[src/rtl/bt_guess_unit.sv]
`timescale 1ns/1ps
module bt_guess_unit #(
  parameter int W    = 32,
  parameter int STEP = 4
) (
  input  logic         clk,
  input  logic         rst_n,
  input  logic         fetch_vld,
  input  logic         fetch_br,
  input  logic [W-1:0] fetch_pc,
  input  logic [W-1:0] fetch_off,
  input  logic         dec_taken,
  output logic [1:0]   pc_sel,
  output logic [W-1:0] next_pc,
  output logic         mispredict,
  output logic         squash_dx
);
  localparam logic [1:0]   SEL_SEQ     = 2'd0;
  localparam logic [1:0]   SEL_GUESS   = 2'd1;
  localparam logic [1:0]   SEL_FIX_SEQ = 2'd2;
  localparam logic [1:0]   SEL_FIX_TGT = 2'd3;
  localparam logic [W-1:0] STEP_V      = W'(STEP);

  logic         f_branch, f_guess;
  logic [W-1:0] f_seq, f_tgt;
  logic         d_branch, d_guess, sq_q;
  logic [W-1:0] d_seq, d_tgt;

  assign f_branch   = fetch_vld & fetch_br;
  assign f_guess    = f_branch & fetch_off[W-1];
  assign f_seq      = fetch_pc + STEP_V;
  assign f_tgt      = fetch_pc + fetch_off;
  assign mispredict = d_branch & (dec_taken ^ d_guess);
  assign squash_dx  = sq_q;

  always_comb begin
    if (mispredict)   pc_sel = dec_taken ? SEL_FIX_TGT : SEL_FIX_SEQ;
    else if (f_guess) pc_sel = SEL_GUESS;
    else              pc_sel = SEL_SEQ;
  end

  always_comb begin
    case (pc_sel)
      SEL_GUESS:   next_pc = f_tgt;
      SEL_FIX_SEQ: next_pc = d_seq;
      SEL_FIX_TGT: next_pc = d_tgt;
      default:     next_pc = f_seq;
    endcase
  end

  always_ff @(posedge clk or negedge rst_n) begin
    if (!rst_n) begin
      d_branch <= 1'b0;
      d_guess  <= 1'b0;
      d_seq    <= '0;
      d_tgt    <= '0;
      sq_q     <= 1'b0;
    end else begin
      d_branch <= f_branch & ~mispredict;
      d_guess  <= f_guess;
      d_seq    <= f_seq;
      d_tgt    <= f_tgt;
      sq_q     <= mispredict;
    end
  end
endmodule


[config.mk]
export PLATFORM = sky130hd
export DESIGN_NAME = bt_guess_unit
export DESIGN_NICKNAME = d
export VERILOG_FILES = /design/src/rtl/bt_guess_unit.sv
export SDC_FILE = /design/constraint.sdc
export NUM_CORES = 1
export LEC_CHECK = 0
export BUFFER_PORTS_ARGS = -buffer_cell sky130_fd_sc_hd__buf_2
export CAP_MARGIN = 5
export CORE_MARGIN = 2
export CORE_UTILIZATION = 56
export CTS_BUF_LIST = sky130_fd_sc_hd__clkbuf_16
export CTS_CLUSTER_DIAMETER = 200
export DETAILED_ROUTE_END_ITERATION = 16
export HOLD_SLACK_MARGIN = 0.03
export PLACE_DENSITY_LB_ADDON = 0.2
export SLEW_MARGIN = 5
export SYNTH_ARGS = -nofsm -noshare
export SYNTH_HDL_FRONTEND = slang
export SYNTH_SLANG_ARGS = --single-unit
[constraint.sdc]
create_clock -name clk -period 3.2 [get_ports clk]
set_input_delay 0.32 -clock clk [delete_from_list [all_inputs] [get_ports clk]]
set_output_delay 0.32 -clock clk [all_outputs]
set_load 0.1 [all_outputs]
==> results of run 1 <==
[repair_timing]
action	CTS	global route
buffers inserted	0	3
setup endpoints to repair	2	10
gates resized for setup	2	17
pin swaps	0	10
endpoints found under the hold margin	0	0
[through the flow]
step                total power, mW  hold slack [ns]  cell area [um2]   TNS, ns
detailed placement             2.46            0.498             6660   -0.0591
CTS                            3.51            0.158             6980  -0.00364
global route                   3.67           0.0952             7080  -0.00587
global placement               2.44            0.488             6660         0
floorplan                      1.96           0.0244             5380     -4.69
finish                         3.53            0.104             7080         0
[report_power, final]
| part | internal (mW) | total (mW) | switching (mW) |
|---|---|---|---|
| registers | 0.959 | 0.990 | 0.0311 |
| clock network | 0.672 | 1.04 | 0.366 |
| logic | 0.564 | 1.50 | 0.940 |
[area by class of cell]
type | instances | area (um2) | share of cell area [%]
flip-flops and latches | 67 | 1680 | 23.7
inverters | 12 | 45.0 | 0.636
repair buffers | 151 | 1350 | 19.1
clock buffers | 9 | 225 | 3.18
clock inverters | 6 | 81.3 | 1.15
multi-input cells | 474 | 3560 | 50.3
well taps | 111 | 139 | 1.96
[registers in the layout (all words and copies together) (netlist names)]
name       flops
d_tgt         32
d_guess        1
d_seq         32
d_branch       1
squash_dx      1
[Yosys cell counts, drive strengths merged (7+ instances only)]
library cell  number  area share [%]
dfrtp             67              32
nand2             63             4.6
xnor2             39             6.6
nor2              37             2.7
a21oi             33             3.2
ha                32             7.7
nand3             26             2.5
o21ai             26             2.5
mux2i             20             3.9
xor2              17             2.9
buf               16             1.6
a21o              14             2.0
and3              13             1.6
clkbuf            12            0.87
inv               11            0.80
a211oi            10             1.4
o22ai             10             1.2
and2               9             1.1
o211ai             9             1.3
o221a              9             2.0
nand4              8            0.97
nor3               8            0.77
a31o               7             1.2
and4               7             1.2
[layer usage]
| layer | share of wire, % | track usage, % |
|---|---|---|
| met5 | 0 | 0 |
| met4 | 3.0 | 13.7 |
| met3 | 7.0 | 5.29 |
| met2 | 49 | 57.0 |
| met1 | 41 | 42.5 |
[logic make-up (layout without fill, tap and decap cells)]
family / Yosys count / after routing / share of synthesized area (%)
XOR/XNOR: 56 / 56 / 9.46
adder cells (fa/ha/maj): 33 / 33 / 8.11
flip-flops: 67 / 67 / 32.3
AO/OA/AOI/OAI: 167 / 167 / 23.6
buffers and inverters: 40 / 178 / 3.35
multiplexers: 25 / 25 / 4.95
AND/OR/NAND/NOR: 193 / 193 / 18.2
[final timing paths]
check | start | endpoint | slack [ns] | cells past startpoint
max in group asynchronous | rst_n | d_seq[30]$_DFF_PN0_ | 2.23 | 2
max reg2reg | d_guess$_DFF_PN0_ | squash_dx$_DFF_PN0_ | 1.81 | 3
max | fetch_pc[0] | next_pc[26] | 0.05 | 10
min in group asynchronous | rst_n | d_seq[3]$_DFF_PN0_ | 0.22 | 1
min | fetch_pc[0] | d_seq[0]$_DFF_PN0_ | 0.10 | 1
min reg2reg | d_branch$_DFF_PN0_ | squash_dx$_DFF_PN0_ | 1.07 | 3
[worst max-delay path, delay by kind of cell]
family,cells,cell delay [ns]
AO/OA/AOI/OAI,6,1.61
adder cells (fa/ha/maj),2,0.52
buffers and inverters,2,0.38
==> flow_metrics.tcl, run 1 <==
set metrics [dict create \
    status "completed" \
    setup_viol 0 \
    synthArstFlopShare_pct 100 \
    fin_cells 830 \
    synth_area_per_cell_um2 8.93 \
    ir_worst_vdd_v 0.000305 \
    synth_top_flop_cell "dfrtp_1" \
    clk_pin_slew_worst_paths_ns 0.06 \
    fp.dieH_um 100 \
    grt_max_degree 52 \
    worst_setup_path_start_kind "primary input" \
    insertion_delay_ns 0.32 \
    antenna_found_initial 0 \
    drv_cap 0 \
    grt.overflow.total 0 \
    period_share_pct 98.5 \
    drt-total-wl_um 16600 \
    nFillCells 660 \
    drc 0 \
    cts_tree "yes" \
    syn-instance-count 581 \
    grt_pass1_vias 5302 \
    relSlewSlack_pct 23.8 \
    synth.cell_area_um2 5190 \
    clock_path_buffers 2 \
    hold_buffers 0 \
    synth_fp_nets 683 \
    wl_per_cell_um 20.0 \
    vias_per_cell 6.32 \
    period_needed_ns 3.15 \
    worst_pin_slew_ns 1.14 \
    cts_root_buffer "clkbuf_16" \
    synth-seq-area-share_pct 32.3 \
    syn_to_final_growth_pct 36.5 \
    cp_max_fo 6 \
    hold_viol 0 \
    layout_common_cells "buf_2, dfrtp_1, nand2_1" \
    vias 5248 \
    p_leak_nw 3.19 \
    max_stage_delay_ns 0.37 \
    ys_ff_latch 67 \
    postRouteAntennaNets 0 \
    path_class "primary input to output pin" \
    finalClockSkew_ns 0.000119 \
    drtIter0Drc 257 \
    cp.arrival_ns 2.83 \
    fmax_mhz 317 \
    maxSlewViolCount 0 \
    yosysUniqueCellTypes 64 \
    cts.sinks 67 \
    cp_cell_sequence "buf_8 -> ha_4 -> fa_2 -> a211oi_4 -> o21ai_2 -> a211o_1 -> a31o_4 -> a31o_4 -> o211ai_1 -> clkbuf_16" \
    hpwl_um 12800 \
    diodes 0 \
    numPlacedInstances 812 \
    crit_slowest_cell "fa_2" \
    fin_ws_ns 0.0469 \
    grt_use_total_pct 33.5 \
    firstDrtPassIters 5 \
    port_buffers 104 \
    dp_slack_ns -0.0591 \
    holdCritPathClass "primary input to register" \
    rsz0062_at_grt "true" \
    mostFrequentLayoutCell "buf_2" \
    synth-edff-count 0 \
    cts_buffers 9 \
    required_ns 2.88 \
    h-tree-depth 3 \
    pin_count 105 \
    grt_pass1_wl_um 26400 \
    nets 817 \
    yosys_warnings 0 \
    die_w_um 100 \
    final_util_pct 77.7 \
    core_region_area_um2 9110 \
    crit_path_end_kind "output pin" \
    start_util_pct 56.9 \
    die-area_um2 10000 \
    powerDensity_nw_per_um2 499 \
    cpMostUsedCell "a31o_4" \
    rows 35 \
    gp_congestion 0.991 \
    layout-drive-gt1-share_pct 30.9 \
]
No activity file was read; power rests on OpenSTA's default activity.
==> run 2: changes to the inputs <==
Settings changed: CORE_UTILIZATION 56 to 58, CTS_BUF_LIST sky130_fd_sc_hd__clkbuf_16 to sky130_fd_sc_hd__clkbuf_4.
==> run 2 against run 1 <==
Against the previous run: first-iteration DRC count up 5.4%; core utilization up 1.3 points; clock power shrank 38%; power decreased by 11%; design area down 3.1%; fmax increased by 0.99%; setup slack better by 0.031 ns; sequential power barely moved; largest power group unchanged; sequential share of layout area rose by 0.75 points.
==> flow_metrics.tcl, run 2 (synthesis gave the netlist of run 1 again) <==
set metrics [dict create \
    register_area_um2 1680 \
    cts_buffers 9 \
    required_ns 2.88 \
    worst_pin_slew_ns 0.859 \
    ir_worst_vdd_v 0.000351 \
    grt.overflow.total 0 \
    final_cell_area_um2 6860 \
    cp.arrival_ns 2.80 \
    firstDrtPassIters 5 \
    diodes 0 \
    crit_path_end_kind "output pin" \
    cts_tree "yes" \
    clk_pin_slew_worst_paths_ns 0.11 \
    start_util_pct 59.8 \
    clock_path_buffers 2 \
    postRouteAntennaNets 0 \
    maxSlewViolCount 0 \
    crit_cells 10 \
    nets 813 \
    rsz0062_at_grt "false" \
    drv_cap 0 \
    drtIter0Drc 271 \
    grt_pass1_vias 5355 \
    grt_pass1_wl_um 26800 \
    wl_per_cell_um 20.4 \
    worst_setup_path_start_kind "primary input" \
    nFillCells 587 \
    tns_ns 0 \
    layout-drive-gt1-share_pct 30.3 \
    pin_count 105 \
    port_buffers 104 \
    path_buf_inv 3 \
    die_w_um 98.6 \
    total_power_mw 3.14 \
    syn_to_final_growth_pct 32.3 \
    cts_root_buffer "clkbuf_4" \
    grt_max_degree 68 \
    hold_viol 0 \
    h-tree-depth 3 \
    powerDensity_nw_per_um2 457 \
    die-area_um2 9710 \
    r2r-start "d_guess$_DFF_PN0_" \
    drt-total-wl_um 16800 \
    final_util_pct 79.1 \
    crit_start "fetch_pc[12]" \
    path_class "primary input to output pin" \
    drc 0 \
    fp.dieH_um 98.6 \
    fin_cells 824 \
    top_regs "d_seq: 32 flops, d_tgt: 32 flops" \
    reg2reg_depth 4 \
    multi_input_area_um2 3550 \
    finalClockSkew_ns 0.000219 \
    hold_buffers 0 \
    cts.sinks 67 \
    max_stage_delay_ns 0.53 \
    holdCritPathClass "primary input to register" \
    insertion_delay_ns 0.41 \
    r2r_slack_ns 1.80 \
    numPlacedInstances 807 \
    crit_end "next_pc[27]" \
    path_delay_family "compound AO/OA/AOI/OAI gates" \
    rows 34 \
    cp_cell_sequence "buf_2 -> ha_1 -> a21o_1 -> or4_4 -> a2bb2oi_4 -> buf_4 -> a31oi_4 -> xnor2_1 -> a221o_1 -> buf_12" \
    hpwl_um 12800 \
    worstReg2RegEnd "d_branch$_DFF_PN0_" \
    setup_viol 0 \
    grt_use_total_pct 34.7 \
    p_leak_nw 3.09 \
    period_share_pct 97.6 \
    gp_congestion 0.964 \
    layout_common_cells "buf_2, dfrtp_1, nand2_1" \
    period_needed_ns 3.12 \
    antenna_found_initial 0 \
    place_area_um2 6650 \
    status "completed" \
    core_region_area_um2 8680 \
    vias_per_cell 6.34 \
    crit_slowest_cell "or4_4" \
    relSlewSlack_pct 42.8 \
    cp_max_fo 6 \
    vias 5225 \
    mostFrequentLayoutCell "buf_2" \
    fmax_mhz 320 \
]
run 2: changes by cell type in the layout (fill, tap and decap cells not counted), sizes merged:
| cell | previous run | this run |
|---|---|---|
| buf | 149 | 146 |
run 2: worst reg2reg max path, cell delays in order (launching register included):
cell and delay [ns]:
dfrtp_1 0.47, nor2b_1 0.18, o21ai_2 0.15, buf_4 0.35
and3_1 0.20
run 2: where the power goes:
| part | internal (mW) | leakage [nW] | switching, mW |
|---|---|---|---|
| Clock | 0.319 | 0.0815 | 0.328 |
| Sequential | 0.956 | 0.785 | 0.0322 |
| Combinational | 0.555 | 2.23 | 0.945 |
| Total | 1.83 | 3.09 | 1.31 |
run 2: layout make-up:
class                      count  area share (%)
clock inverter                 6            1.17
tap                          108            1.97
inverter                      12           0.656
sequential                    67            24.4
multi-input combinational    474            51.8
clock buffer                  10            1.09
timing repair buffer         147            18.9
run 2: worst min-delay path by stage:
stage	from	end	cells past startpoint
3_3_place_gp	fetch_pc[0]	d_seq[0]$_DFF_PN0_	1
4_1_cts	fetch_pc[1]	d_seq[1]$_DFF_PN0_	1
3_5_place_dp	fetch_pc[0]	d_seq[0]$_DFF_PN0_	1
6_report	fetch_pc[0]	d_seq[0]$_DFF_PN0_	1
5_1_grt	fetch_pc[0]	d_seq[0]$_DFF_PN0_	1
2_1_floorplan	rst_n	d_branch$_DFF_PN0_	0
run 2: through the flow:
| step | hold WS [ns] | worst slack [ns] |
|---|---|---|
| after floorplan | 0.0244 | -0.566 |
| after global placement | 0.489 | -0.0339 |
| after detailed placement | 0.504 | -0.0502 |
| after CTS | 0.0664 | 0.0478 |
| after global routing | 0.0516 | 0.00550 |
| final | 0.0727 | 0.0777 |
run 2: timing repair:
item / in CTS / in global routing
buffers inserted: 0 / 1
pin swaps: 0 / 5
resized for setup: 3 / 9
endpoints found under the setup margin: 4 / 10
run 2: routing by layer:
metal	routed length [um]	track usage (%)	up-vias
li1	-	-	2417
met1	6980	46.1	2514
met2	8000	58.5	255
met3	1400	5.32	39
met4	431	11.4	0
met5	0	0	-
